==> src/rtl/dbg_seq_pkg.sv <==
package dbg_seq_pkg;

   typedef enum logic [1:0] {
      PM_RUN    = 2'b00,
      PM_LOWPWR = 2'b01,
      PM_HALT   = 2'b10,
      PM_RSVD   = 2'b11
   } pmode_e;

   // positions inside the occurrence vector
   localparam int OCC_ARM_A  = 0;
   localparam int OCC_ARM_B  = 1;
   localparam int OCC_FREEZE = 2;
   localparam int OCC_TRACE  = 3;
   localparam int OCC_SOFT   = 4;
   localparam int OCC_NUM    = 5;

endpackage

==> src/rtl/dbg_flag_bank.sv <==
module dbg_flag_bank #(
   parameter int NUM = 5
) (
   input  logic           clk,
   input  logic           rst_n,
   input  logic           clr,
   input  logic [NUM-1:0] set,
   output logic [NUM-1:0] flags
);

   generate
      if (NUM < 1) begin : g_bad_num
         $error("dbg_flag_bank: NUM must be positive");
      end
      for (genvar i = 0; i < NUM; i++) begin : g_flag
         always_ff @(posedge clk or negedge rst_n) begin
            if (!rst_n)
               flags[i] <= 1'b0;
            else if (clr)
               flags[i] <= 1'b0;      // clear outranks set
            else if (set[i])
               flags[i] <= 1'b1;
         end
      end
   endgenerate

endmodule

==> src/rtl/dbg_seq_chain.sv <==
module dbg_seq_chain #(
   parameter int CNT_W = 8
) (
   input  logic             clk,
   input  logic             rst_n,
   input  logic             clr,
   input  logic             seq_en,
   input  logic             trace_en,
   input  logic             hit_a,
   input  logic             hit_b,
   input  logic             retire,
   input  logic [CNT_W-1:0] load_val,
   output logic             arm_a_set,
   output logic             arm_b_set,
   output logic             trace_fire,
   output logic             chain_fire
);

   localparam logic [CNT_W-1:0] CNT_ONE  = CNT_W'(1);
   localparam logic [CNT_W-1:0] CNT_ZERO = '0;

   logic             armed_a;
   logic             armed_b;
   logic             run;
   logic [CNT_W-1:0] cnt;
   logic             take_b;
   logic             step;
   logic             last_step;
   logic             load_zero;

   assign take_b     = seq_en & hit_b & armed_a & ~armed_b;
   assign step       = run & trace_en & retire;
   assign last_step  = step & (cnt == CNT_ONE);
   assign load_zero  = (load_val == CNT_ZERO);

   assign arm_a_set  = seq_en & hit_a;
   assign arm_b_set  = take_b;
   assign trace_fire = (take_b & trace_en & load_zero) | last_step;
   assign chain_fire = take_b & ~trace_en;

   always_ff @(posedge clk or negedge rst_n) begin
      if (!rst_n) begin
         armed_a <= 1'b0;
         armed_b <= 1'b0;
         run     <= 1'b0;
         cnt     <= CNT_ZERO;
      end else if (clr) begin
         armed_a <= 1'b0;
         armed_b <= 1'b0;
         run     <= 1'b0;
         cnt     <= CNT_ZERO;
      end else begin
         if (arm_a_set)
            armed_a <= 1'b1;
         if (take_b) begin
            armed_b <= 1'b1;
            if (trace_en && !load_zero) begin
               cnt <= load_val;
               run <= 1'b1;
            end
         end else if (step) begin
            cnt <= cnt - CNT_ONE;
            if (last_step)
               run <= 1'b0;
         end
      end
   end

endmodule

==> src/rtl/dbg_mode_enc.sv <==
module dbg_mode_enc
   import dbg_seq_pkg::*;
(
   input  logic   halted,
   input  logic   lowpwr,
   output pmode_e code
);

   always_comb begin
      if (halted)
         code = PM_HALT;
      else if (lowpwr)
         code = PM_LOWPWR;
      else
         code = PM_RUN;
   end

endmodule

==> src/rtl/dbg_seq_status.sv <==
module dbg_seq_status
   import dbg_seq_pkg::*;
#(
   parameter int CNT_W    = 8,
   parameter bit MODE_REG = 1'b1
) (
   input  logic             clk,
   input  logic             rst_n,
   input  logic             bkpt_a_hit,
   input  logic             bkpt_b_hit,
   input  logic             sw_bkpt_hit,
   input  logic             insn_retire,
   input  logic             fifo_frz,
   input  logic             cpu_halted,
   input  logic             cpu_lowpwr,
   input  logic             seq_en,
   input  logic             trace_en,
   input  logic [CNT_W-1:0] trace_load,
   input  logic             cmd_go,
   input  logic             cmd_ex,
   output logic             dbg_req,
   output logic [4:0]       occ_flags,
   output logic [1:0]       pmode
);

   generate
      if (CNT_W < 1 || CNT_W > 32) begin : g_bad_width
         $error("dbg_seq_status: CNT_W out of range 1..32");
      end
      if (OCC_NUM != 5) begin : g_bad_flags
         $error("dbg_seq_status: flag vector width mismatch");
      end
   endgenerate

   logic               clr;
   logic               arm_a_set;
   logic               arm_b_set;
   logic               trace_fire;
   logic               chain_fire;
   logic               direct_fire;
   logic               req_d;
   logic [OCC_NUM-1:0] flag_set;
   pmode_e             mode_d;

   // exit from debug with resume+execute wipes the history
   assign clr = cmd_go & cmd_ex & cpu_halted;

   dbg_seq_chain #(.CNT_W(CNT_W)) u_chain (
      .clk        (clk),
      .rst_n      (rst_n),
      .clr        (clr),
      .seq_en     (seq_en),
      .trace_en   (trace_en),
      .hit_a      (bkpt_a_hit),
      .hit_b      (bkpt_b_hit),
      .retire     (insn_retire),
      .load_val   (trace_load),
      .arm_a_set  (arm_a_set),
      .arm_b_set  (arm_b_set),
      .trace_fire (trace_fire),
      .chain_fire (chain_fire)
   );

   assign direct_fire = ~seq_en & (bkpt_a_hit | bkpt_b_hit);
   assign req_d       = direct_fire | chain_fire | trace_fire | sw_bkpt_hit;

   always_comb begin
      flag_set             = '0;
      flag_set[OCC_ARM_A]  = arm_a_set;
      flag_set[OCC_ARM_B]  = arm_b_set;
      flag_set[OCC_FREEZE] = fifo_frz;
      flag_set[OCC_TRACE]  = trace_fire;
      flag_set[OCC_SOFT]   = sw_bkpt_hit;
   end

   dbg_flag_bank #(.NUM(OCC_NUM)) u_flags (
      .clk   (clk),
      .rst_n (rst_n),
      .clr   (clr),
      .set   (flag_set),
      .flags (occ_flags)
   );

   always_ff @(posedge clk or negedge rst_n) begin
      if (!rst_n)
         dbg_req <= 1'b0;
      else
         dbg_req <= req_d;
   end

   dbg_mode_enc u_mode (
      .halted (cpu_halted),
      .lowpwr (cpu_lowpwr),
      .code   (mode_d)
   );

   generate
      if (MODE_REG) begin : g_mode_reg
         always_ff @(posedge clk or negedge rst_n) begin
            if (!rst_n)
               pmode <= PM_RUN;
            else
               pmode <= mode_d;
         end
      end else begin : g_mode_comb
         assign pmode = mode_d;
      end
   endgenerate

endmodule

==> config.mk <==
export PLATFORM = sky130hd
export DESIGN_NAME = dbg_seq_status
export DESIGN_NICKNAME = d
export VERILOG_FILES = /design/src/rtl/dbg_seq_pkg.sv /design/src/rtl/dbg_flag_bank.sv /design/src/rtl/dbg_seq_chain.sv /design/src/rtl/dbg_mode_enc.sv /design/src/rtl/dbg_seq_status.sv
export SDC_FILE = /design/constraint.sdc
export NUM_CORES = 1
export LEC_CHECK = 0
export BUFFER_PORTS_ARGS = -buffer_cell sky130_fd_sc_hd__buf_2
export CORE_MARGIN = 2
export CORE_UTILIZATION = 40
export DETAILED_ROUTE_END_ITERATION = 6
export GPL_TIMING_DRIVEN = 0
export PLACE_DENSITY = 0.72
export SLEW_MARGIN = 20
export SYNTH_ARGS = -nofsm -noshare
export SYNTH_HDL_FRONTEND = slang
export SYNTH_HIERARCHICAL = 1
export SYNTH_SLANG_ARGS = --single-unit
==> constraint.sdc <==
create_clock -name clk -period 2.4 [get_ports clk]
set_clock_uncertainty 0.1 [all_clocks]
set_input_delay 0.36 -clock clk [delete_from_list [all_inputs] [get_ports clk]]
set_output_delay 0.36 -clock clk [all_outputs]
set_load 0.005 [all_outputs]
[After elaboration in Yosys (flattened, before gate mapping)]
Cells that the tools add are included.
Cells by class
  bitwise logic cells: 21
  reductions and logical operators: 12
  equality and inequality tests: 2
  multiplexer cells: 21
  add/subtract/negate cells: 1
Operators by type and width (number)
  $mux W8: 4
  $mux W1: 16
  $and A1 B1 Y1: 13
  $reduce_bool A2 Y1: 5
  $eq A8 B1 Y1 const B: 1
  $logic_not A8 Y1: 1
  $sub A8 B1 Y8 const B: 1
  $reduce_bool A3 Y1: 2
  $or A1 B1 Y1: 5
  $ne A3 B3 Y1 const B: 1
  $not A1 Y1: 3
  $reduce_and A3 Y1: 1
  $mux W2: 1
  $reduce_and A2 Y1: 1
  $logic_and A1 B1 Y1: 1
  $logic_not A1 Y1: 1
Word-level totals
  bits in registers: 17
  input bits: 21
  output and inout bits: 8

[Longest topological paths before layout]
Gate-level depths: netlist (run 1).
  depth after elaboration: 8
  gate-level depth with buffers: 7

[Modules after synthesis]
Netlist (run 1), hierarchy kept.
Modules (own cells, without submodules)
  dbg_seq_chain: instances 1, cells each 88, area an instance 787.0 µm², seq. area each 275.3 µm²
  dbg_flag_bank: instances 1, cells each 10, area an instance 175.2 µm², seq. area each 125.1 µm²
  dbg_seq_status: instances 1, cells each 7, area an instance 100.1 µm², seq. area each 75.1 µm²
  dbg_mode_enc: instances 1, cells each 2, area an instance 21.3 µm², seq. area each 0.0 µm²

[Least setup slack after synthesis (run 1)]
Ideal clock, no wire load.
  path type: register -> register
  from: reg u_chain.cnt[3]
  to: reg u_chain.cnt[7]
  clock period less this slack: 1.610 ns
  path slack: 0.790 ns
  arrival time: 1.378 ns
  cell stages (with the launch flop): 6
  library setup time: 0.131 ns
  buffers on the path: 1
  cells stage by stage: dfrtp_1 -> buf_6 -> or4_4 -> o211ai_2 -> a21boi_2 -> o22ai_1
On the way
  longest elaborated chain between the ends: 4
Ends and longest elaborated chain
  start, declared: RTL line dbg_seq_chain.sv:25  | logic [CNT_W-1:0] cnt;
  start signal, assigned: RTL line dbg_seq_chain.sv:58  | cnt <= load_val;
  start signal, assigned: RTL line dbg_seq_chain.sv:62  | cnt <= cnt - CNT_ONE;
  $sub A8 B1 Y8: RTL line dbg_seq_chain.sv:62
  $mux W8: RTL line dbg_seq_chain.sv:61  | end else if (step) begin
  $mux W8: RTL line dbg_seq_chain.sv:55  | if (take_b) begin
  $mux W8: RTL line dbg_seq_chain.sv:47  | end else if (clr) begin
Every way passes these cells. The select of a mux whose other input is x is not followed.
A chain may end at the register's enable or synchronous reset.

[Worst setup path after layout (run 1)]
  from: in cpu_halted
  to: reg u_chain.cnt[7]
On the way
  longest elaborated chain between the ends: 3
  elaborated cells between the ends (all ways): 5
  classes of those cells: 1 x eq/ne; 1 x mux; 1 x bitwise; 2 x reduce/logical
Ends and longest elaborated chain
  start, declared: RTL line dbg_seq_status.sv:14  | input logic cpu_halted,
  $and A1 B1 Y1 *: RTL line dbg_seq_status.sv:46  | assign clr = cmd_go & cmd_ex & cpu_halted;
  via clr: RTL line dbg_seq_status.sv:35  | logic clr;
  $ne A3 B3 Y1 (no line) or $reduce_bool A3 Y1 (tied branches)
  $reduce_and A2 Y1 (no line)
The timed path passes the listed nets; every way through them passes the cells marked *.

==> results.toml, run 1 <==
[run_status]
status = "finished clean"

[sta]
drv_slew = 0
timing.fmax_ghz = 0.572
holdWs_ns = 0.145
period_minus_slack_ns = 1.75
rsz0062_at_grt = "no"
setup_viol = 0
final_hold_viol_count = 0
slew_headroom = 0.709
finalSetupTns_ns = 0
fin_ws_ns = 0.652
tightest_slew_ns = 0.436
timing.final.crit_share = 0.728

[placement]
place_ws_ns = 0.363
gp_congestion = 0.933
portBuffers = 28
dpl_cell_area_um2 = 1260
dpl.hpwl_mm = 1.91
placedCellCount = 165

[cts]
post_cts_buffers = 0
cts_tree = "done"
cts.sinks = 19
clk_latency_ns = 0.29
cts.clk_slew.worst_paths_ns = 0.12
cts-buffers-inserted = 3
cts_root_buffer = "clkbuf_4"
clockBufferDepth = 2
cts_max_level = 1

[finish]
final_common_cell = "buf_2"
utilization = 0.514
n_fill_cell = 241
syn_to_final_growth_pct = 19.7
ff_latch_area_um2 = 475
design_area_um2 = 1300
fin_cells = 170
n_antenna_cell = 0
multi_input_area_um2 = 542
drive_gt1_frac = 0.329
final_cell_mix = "buf_2 (30), dfrtp_1 (19), nor2_1 (10)"
nNetsFinal = 164

[route]
wire_per_inst_um = 15.6
drt-initial-drc-count = 23
ant_nets = 0
drt-total-wl_mm = 2.65
drc_errors = 0
vias_per_cell = 5.97
vias = 1015
firstDrtPassIters = 4

[die]
ios = 29
die_y_um = 56.0
core_area_um2 = 2520
initial_utilization = 0.430
dieArea_um2 = 3140
rows = 18
die_w_um = 56.0

[setup_path]
worstReg2RegEnd = "u_chain/cnt[7]$_DFFE_PN0P_"
cp_max_fo = 9
critical_path.startpoint = "cpu_halted"
cp-start-kind = "primary input"
cp-end-kind = "flip-flop"
cp.arrival_ns = 1.82
cp.required_ns = 2.47
ff2ff_setup_slack_ns = 0.68
r2r-start = "u_chain/cnt[3]$_DFFE_PN0P_"
crit_type = "in2reg"
reg2reg_depth = 5

[min_path]
min_path_type = "in2reg"
worstHoldPathCells = 2
min_to = "pmode[0]$_DFF_PN0_"
min_from = "cpu_halted"

[global_route]
antenna_found_initial = 0
grt_max_degree = 20
grt_first_pass_wirelength_mm = 4.60
gr-total-overflow = 0
grt_use_total = 0.179
grt_pass1_vias = 1100

[yosys]
synth_nets = 130
postSynthCellCount = 107
synth_ff_type = "dfrtp_1"
synth_seq_cells = 19
synth_edf_count = 0
yosysSeqAreaShare = 0.439
ys_warn_count = 6
syn-cell-area_um2 = 1080
yosysUniqueCellTypes = 40
synth.avg_cell_area_um2 = 10.1
synthArstFlopShare = 1.00

[pwr]
p_total_mw = 1.17
cellPowerDensity_nw_per_um2 = 903
p_leak_nw = 0.616
max-vdd-ir-drop_v = 0.000526

[job]
max_cap_violations = 0
## how the worst max path moves through the flow
stage / endpoint / slack [ns] / cells past startpoint
2_1_floorplan: u_chain/cnt[7]$_DFFE_PN0P_ / 0.79 / 5
6_report: u_chain/cnt[7]$_DFFE_PN0P_ / 0.65 / 6
3_3_place_gp: u_chain/cnt[5]$_DFFE_PN0P_ / 0.39 / 6
3_5_place_dp: u_chain/cnt[7]$_DFFE_PN0P_ / 0.36 / 6
4_1_cts: u_chain/cnt[7]$_DFFE_PN0P_ / 0.68 / 6
5_1_grt: u_chain/cnt[7]$_DFFE_PN0P_ / 0.51 / 6
## Yosys cell counts, drive strengths merged (2+ instances only)
library cell | instances | share of area
dfrtp | 19 | 0.44
nor2 | 10 | 0.035
inv | 9 | 0.031
a21oi | 8 | 0.037
o21ba | 5 | 0.046
o22ai | 5 | 0.029
buf | 4 | 0.027
nor3 | 4 | 0.023
nor4 | 4 | 0.035
nand2 | 3 | 0.010
nand4 | 3 | 0.017
a32oi | 2 | 0.016
and2 | 2 | 0.012
and3 | 2 | 0.012
ha | 2 | 0.023
nand2b | 2 | 0.012
nand3 | 2 | 0.0092
o2111ai | 2 | 0.016
o21ai | 2 | 0.0092
o31ai | 2 | 0.014
## report_power, final
group | total [mW] | internal, mW | switching, mW
registers | 0.473 | 0.400 | 0.0724
clock network | 0.165 | 0.0645 | 0.100
logic | 0.533 | 0.259 | 0.274
## critical path: stages
cell and delay [ns]:
buf_2 0.12, and3_1 0.25, clkbuf_1 0.37, inv_1 0.28, o21ai_1 0.28, o22ai_1 0.15
## area by class of cell
type,instances,area share
Multi-Input combinational cell,74,0.418
Sequential cell,19,0.366
Timing Repair Buffer,29,0.116
Tap cell,30,0.0289
Inverter,9,0.0260
Buffer,5,0.0251
Clock buffer,4,0.0203
## logic make-up (layout without fill, tap and decap cells)
family / Yosys count / count (layout) / share of synthesized area
DFF: 19 / 19 / 0.439
AOI/OAI and AO/OA: 36 / 36 / 0.258
buffers and inverters: 14 / 47 / 0.0612
adders and majority gates: 2 / 2 / 0.0231
and+or+nand+nor: 36 / 36 / 0.219
## what timing repair did
item,CTS,global route
hold buffers,1,0
resized for setup,0,0
endpoints found under the hold margin,19,0
## flip-flops by register name (all words and copies together), names as in the netlist
name and cells:
pmode 2, u_chain/armed_b 1, u_chain/run 1, u_flags/flags 5
dbg_req 1, u_chain/cnt 8, u_chain/armed_a 1
## layer usage
| layer | track usage | routed length, µm | vias up |
|---|---|---|---|
| met5 | 0 | 0 | - |
| met4 | 0.0850 | 32 | 0 |
| met3 | 0.0256 | 153 | 4 |
| met2 | 0.303 | 1270 | 40 |
| met1 | 0.224 | 1190 | 501 |
| li1 | - | - | 470 |
(Power assumes the default switching activity.)
==> run 2: changes to the inputs <==
Settings changed: ABC_AREA from default to 1, PLACE_DENSITY 0.72 to 0.75.
Clock period 2.4 ns to 1.45 ns, I/O delays scaled along.
==> run 2 against run 1 <==
Net effect:
- routed wire length up 3.6%
- final cell count up 32%
- critical endpoint is now dbg_req$_DFF_PN0_
- register-to-register slack worse by 0.68 ns
- first-iteration DRC count up 130%
- core utilization increased by 2.8 points
- non-clock buffer count is 1 higher
- critical path depth increased by 4
- global-route usage down 0.94 points
==> results.toml, run 2 <==
[finish]
final_common_cell = "nand2_1"
nNetsFinal = 217
syn_to_final_growth_pct = 31.7
drive_gt1_frac = 0.290
largest_reg_flops = 8
n_antenna_cell = 0
n_fill_cell = 256
largest_register = "u_chain/cnt"
fin_cells = 224
final_cell_mix = "nand2_1 (60), buf_2 (28), nor2_1 (22)"
top_regs = "u_chain/cnt (8), u_flags/flags (5), pmode (2)"

[pwr]
cellPowerDensity_nw_per_um2 = 1410
p_leak_nw = 0.747
p_clk_frac = 0.138
swShare = 0.427
max-vdd-ir-drop_v = 0.000890
seqPwrFrac = 0.412
p_switching_mw = 0.879
p_int_mw = 1.18
p_total_mw = 2.06
p_comb_frac = 0.449

[setup_path]
cp-start-kind = "flip-flop"
cp.required_ns = 1.61
path_cells = "inv_2, ha_4, nand2_1, nor2_1, nand3b_1, o31ai_4, inv_1, nand2_1, nor2_2, nand2_1"
ff2ff_setup_slack_ns = 0.004
critical_path_buf_inv_count = 2
slowest_stage = "dfrtp_1"
worstReg2RegEnd = "dbg_req$_DFF_PN0_"
crit_type = "reg2reg"
slowest_delay_ns = 0.43
reg2reg_depth = 10
cp-end-kind = "flip-flop"
path_delay_family = "simple AND/OR/NAND/NOR gates"
r2r-start = "u_chain/cnt[1]$_DFFE_PN0P_"
crit_top_cell = "nand2_1"
cp.arrival_ns = 1.60
cp_max_fo = 4

[sta]
final_hold_viol_count = 0
drv_slew = 0
timing.fmax_ghz = 0.692
slew_headroom = 0.710
tightest_slew_ns = 0.435
period_minus_slack_ns = 1.45
rsz0062_at_grt = "yes"
timing.final.crit_share = 0.997
finalSetupTns_ns = 0
setup_viol = 0

[yosys]
syn-cell-area_um2 = 1110
yosys.area_share.adder = 0.0226
synth_compound_area_frac = 0.0633
yosysSeqAreaShare = 0.430
yosys.area.top_type = "dfrtp_1"
ys_top_cells_by_area = "dfrtp_1 (43%), nand2_1 (20%), nor2_1 (8.1%), inv_1 (5.1%), nand3_1 (3.6%)"
yosysUniqueCellTypes = 21
synth_nets = 178
postSynthCellCount = 155
synth_ff_type = "dfrtp_1"
synth.avg_cell_area_um2 = 7.14
synth_xor_area_frac = 0.00792
yosysTopAreaCellShare = 0.430
synth_edf_count = 0
synthMuxAreaShare = 0
synth_most_common_cell = "nand2_1"
synthTopCellsByCount = "nand2_1 (60), nor2_1 (24), dfrtp_1 (19)"
synthArstFlopShare = 1.00
synth_seq_cells = 19
synthSimpleGateAreaFrac = 0.408
ys_warn_count = 6
synth_top_family_by_area = "simple AND/OR/NAND/NOR gates"

[cts]
cts_root_buffer = "clkbuf_4"
cts.sinks = 19
cts_tree = "done"
cts-buffers-inserted = 3
cts.clk_slew.worst_paths_ns = 0.12
cts_max_level = 1
clk_latency_ns = 0.31
clockBufferDepth = 2

[placement]
placedCellCount = 214
dpl.hpwl_mm = 1.87
gp_congestion = 0.793
portBuffers = 28

[run_status]
status = "finished clean"

[min_path]
worstHoldPathCells = 2
min_path_type = "in2reg"
min_to = "pmode[1]$_DFF_PN0_"
min_from = "cpu_halted"

[route]
drc_errors = 0
vias_per_cell = 4.91
wire_per_inst_um = 12.2
ant_nets = 0
firstDrtPassIters = 4
vias = 1100
drt-total-wl_mm = 2.74
drt-initial-drc-count = 52

[global_route]
grt_max_degree = 20
antenna_found_initial = 0
grt_pass1_vias = 961
grt_use_total = 0.170
grt_first_pass_wirelength_mm = 4.23
gr-total-overflow = 0

[die]
dieArea_um2 = 3200
core_area_um2 = 2690
rows = 19
initial_utilization = 0.412
die_w_um = 56.6
die_y_um = 56.6
ios = 29

[job]
max_cap_violations = 0
-- run 2: cell types whose count changed after synthesis, moves of 3 or more --
cell	before	now
inv_1	8	15
nor3_1	3	0
nor2_1	10	24
nand3_1	2	8
o21ai_0	0	4
nor2_2	0	5
o21ba_1	5	0
o22ai_1	5	0
a21oi_1	8	2
nand2_1	3	60
-- run 2: worst max-delay path by stage --
stage / startpoint / end / slack [ns] / cells past startpoint
floorplan: u_chain/cnt[0]$_DFFE_PN0P_ / u_chain/cnt[4]$_DFFE_PN0P_ / 0.16 / 7
global placement: cpu_halted / u_chain/cnt[1]$_DFFE_PN0P_ / -0.11 / 7
detailed placement: cpu_halted / u_chain/cnt[5]$_DFFE_PN0P_ / -0.13 / 7
CTS: u_chain/cnt[0]$_DFFE_PN0P_ / u_chain/cnt[4]$_DFFE_PN0P_ / 0.01 / 7
global route: u_chain/cnt[1]$_DFFE_PN0P_ / dbg_req$_DFF_PN0_ / -0.08 / 10
finish: u_chain/cnt[1]$_DFFE_PN0P_ / dbg_req$_DFF_PN0_ / 0.004 / 10
-- run 2: routing by layer --
metal | vias up | share of wire | global-route usage
met5 | - | 0 | 0
met4 | 0 | 0 | 0.0306
met3 | 0 | 0.082 | 0.0622
met2 | 45 | 0.50 | 0.284
met1 | 493 | 0.42 | 0.212
li1 | 562 | - | -
-- run 2: stage by stage --
step / util / setup WS [ns] / hold WS (ns) / cell area [µm²]
6_report: 0.542 / 0.00415 / 0.0139 / 1460
5_1_grt: 0.542 / -0.0753 / 0.000919 / 1460
4_1_cts: 0.506 / 0.0142 / 0.000571 / 1360
2_1_floorplan: - / 0.165 / -0.178 / 1110
3_5_place_dp: 0.478 / -0.128 / 0.0893 / 1280
3_3_place_gp: 0.478 / -0.114 / 0.0827 / 1280
-- run 2: repair_timing --
item | in CTS | in global routing
hold endpoints to repair | 21 | 0
cloned | 0 | 1
endpoints found under the setup margin | 1 | 11
pin swaps | 0 | 4
hold buffers | 4 | 0
gates resized for setup | 1 | 19
buffers inserted | 0 | 1
-- run 2: area by class of cell --
cell class | count | area [µm²] | share of cell area
well taps | 31 | 38.8 | 0.0266
multi-input cells | 120 | 642 | 0.441
clock inverters | 1 | 7.51 | 0.00515
inverters | 15 | 56.3 | 0.0387
clock buffers | 3 | 22.5 | 0.0155
plain buffers | 2 | 22.5 | 0.0155
repair buffers | 33 | 188 | 0.129
flip-flops and latches | 19 | 479 | 0.329
-- run 2: cell families after synthesis --
logic type               count (synthesis)
AO/OA/AOI/OAI                           10
AND/OR/NAND/NOR                        106
XOR/XNOR                                 1
adder cells (fa/ha/maj)                  2
flip-flops                              19
buffers and inverters                   17
-- run 2: worst register-to-register path: cells and delay by family, from the launching register on --
family | cells | cell delay [ns]
flip-flops | 1 | 0.43
buffers and inverters | 2 | 0.17
AND/OR/NAND/NOR | 6 | 0.45
AO/OA/AOI/OAI | 1 | 0.10
adder cells (fa/ha/maj) | 1 | 0.14
-- run 2: power by group through the flow --
stage	clock network, mW	registers (mW)	logic, mW
6_report	0.285	0.848	0.924
5_1_grt	0.321	0.870	1.05
4_1_cts	0.304	0.810	0.803
3_5_place_dp	0	0.809	0.785
3_3_place_gp	0	0.809	0.768
2_1_floorplan	0	0.782	0.602
==> run 3: changes to the inputs <==
Settings changed: CORE_UTILIZATION 40 to 30, PLACE_DENSITY 0.75 to 0.61.
==> run 3 against run 2 <==
Net effect:
- design area grew 1.7%
- critical endpoint is now u_chain/cnt[4]$_DFFE_PN0P_
- sequential share of layout area shrank 0.72 points
- die area grew 31%
- largest cell class unchanged
- global-route usage shrank 4.3 points
- sequential power shrank 2%
- highest routed layer is now met4
- final cell count grew 8.0%
- clock power grew 27%
- non-clock buffer count grew 1
- flip-flop and latch count is the same
- core utilization shrank 13 points
- critical path depth shrank 2
==> results.toml, run 3 (same netlist as run 2, synthesis figures left out) <==
[run_status]
status = "finished clean"

[pwr]
p_total_mw = 2.15
max-vdd-ir-drop_v = 0.000508
cellPowerDensity_nw_per_um2 = 1450
p_leak_nw = 0.763

[die]
dieArea_um2 = 4190
die_y_um = 64.7
core_area_um2 = 3610
die_w_um = 64.7
rows = 22
ios = 29
initial_utilization = 0.307

[global_route]
grt_pass1_vias = 967
grt_first_pass_wirelength_mm = 4.10
gr-total-overflow = 0
grt_max_degree = 20
grt_use_total = 0.128
antenna_found_initial = 0

[cts]
clk_latency_ns = 0.25
clockBufferDepth = 2
cts_max_level = 1
cts_root_buffer = "clkbuf_8"
cts_tree = "done"
cts.sinks = 19
cts-buffers-inserted = 3
cts.clk_slew.worst_paths_ns = 0.07

[finish]
final_common_cell = "nand2_1"
largest_reg_flops = 8
top_regs = "u_chain/cnt (8), u_flags/flags (5), pmode (2)"
largest_register = "u_chain/cnt"
n_antenna_cell = 0
nNetsFinal = 218
syn_to_final_growth_pct = 33.9
final_cell_mix = "nand2_1 (60), buf_2 (28), nor2_1 (21)"
design_area_um2 = 1480
drive_gt1_frac = 0.309

[placement]
dpl.hpwl_mm = 1.87
gp_congestion = 0.839
portBuffers = 28
dpl_cell_area_um2 = 1310

[route]
wire_per_inst_um = 10.9
drt-initial-drc-count = 20
firstDrtPassIters = 4
drt-total-wl_mm = 2.64
vias_per_cell = 4.43
drc_errors = 0
vias = 1071
ant_nets = 0

[sta]
slew_headroom = 0.726
final_hold_viol_count = 0
drv_slew = 0
period_minus_slack_ns = 1.39
finalSetupTns_ns = 0
rsz0062_at_grt = "yes"
tightest_slew_ns = 0.412
setup_viol = 0
timing.final.crit_share = 0.958
timing.fmax_ghz = 0.720

[min_path]
worstHoldPathCells = 2
min_to = "pmode[0]$_DFF_PN0_"
min_path_type = "in2reg"
min_from = "cpu_halted"

[setup_path]
cp.arrival_ns = 1.44
crit_type = "reg2reg"
worstReg2RegEnd = "u_chain/cnt[4]$_DFFE_PN0P_"
cp-start-kind = "flip-flop"
cp-end-kind = "flip-flop"
cp.required_ns = 1.50
critical_path.startpoint = "u_chain/cnt[1]$_DFFE_PN0P_"
reg2reg_depth = 8
ff2ff_setup_slack_ns = 0.06
cp_max_fo = 5
r2r-start = "u_chain/cnt[1]$_DFFE_PN0P_"

[job]
max_cap_violations = 0
-- run 3: per-layer routing --
metal	vias to the layer above	wire length, µm	global-route usage	share of wire
li1	564	-	-	-
met1	487	1150	0.151	0.44
met2	16	1380	0.214	0.52
met3	4	60	0.0260	0.023
met4	0	50	0.0718	0.019
met5	-	0	0	0
-- run 3: how the worst max path moves through the flow --
stage                                             to  slack, ns
after floorplan           u_chain/cnt[4]$_DFFE_PN0P_       0.16
after global placement    u_chain/cnt[5]$_DFFE_PN0P_      -0.11
after detailed placement  u_chain/cnt[5]$_DFFE_PN0P_      -0.14
after CTS                          dbg_req$_DFF_PN0_      0.002
after global routing               dbg_req$_DFF_PN0_      -0.04
final                     u_chain/cnt[4]$_DFFE_PN0P_       0.06
-- run 3: layout make-up --
type	instances	area, µm²
buffer	2	18.8
clock buffer	3	41.3
clock inverter	1	5.00
fill	390	2120
inverter	15	56.3
multi-input combinational	120	636
sequential	19	477
tap	48	60.1
timing repair buffer	34	188
-- run 3: worst max-delay path: stages, from the launching register on --
cell and delay, ns:
dfrtp_1 0.39, inv_2 0.08, buf_4 0.15, ha_4 0.17
a21oi_1 0.13, nand3b_1 0.11, nand2_1 0.05, nand2_1 0.06
nand2_1 0.05
-- run 3: through the flow --
| step | hold WS [ns] | setup WS, ns | util | instances |
|---|---|---|---|---|
| 6_report | 0.0365 | 0.0603 | 0.411 | 242 |
| 5_1_grt | 0.0305 | -0.0405 | 0.411 | 242 |
| 4_1_cts | 0.0360 | 0.00213 | 0.378 | 236 |
| 3_5_place_dp | 0.0749 | -0.137 | 0.362 | 231 |
| 3_3_place_gp | 0.0770 | -0.111 | 0.362 | 231 |
| 2_1_floorplan | -0.178 | 0.165 | - | 155 |
-- run 3: where the power goes --
group          internal (mW)  switching [mW]  total [mW]
sequential             0.666           0.169       0.835
clock                  0.191           0.172       0.363
combinational          0.433           0.519       0.952
total                   1.29           0.860        2.15
-- run 3: timing repair --
item,CTS,global route
setup endpoints to repair,0,9
hold endpoints to repair,19,0
buffers inserted,0,4
resized for setup,0,19
hold buffers,1,0
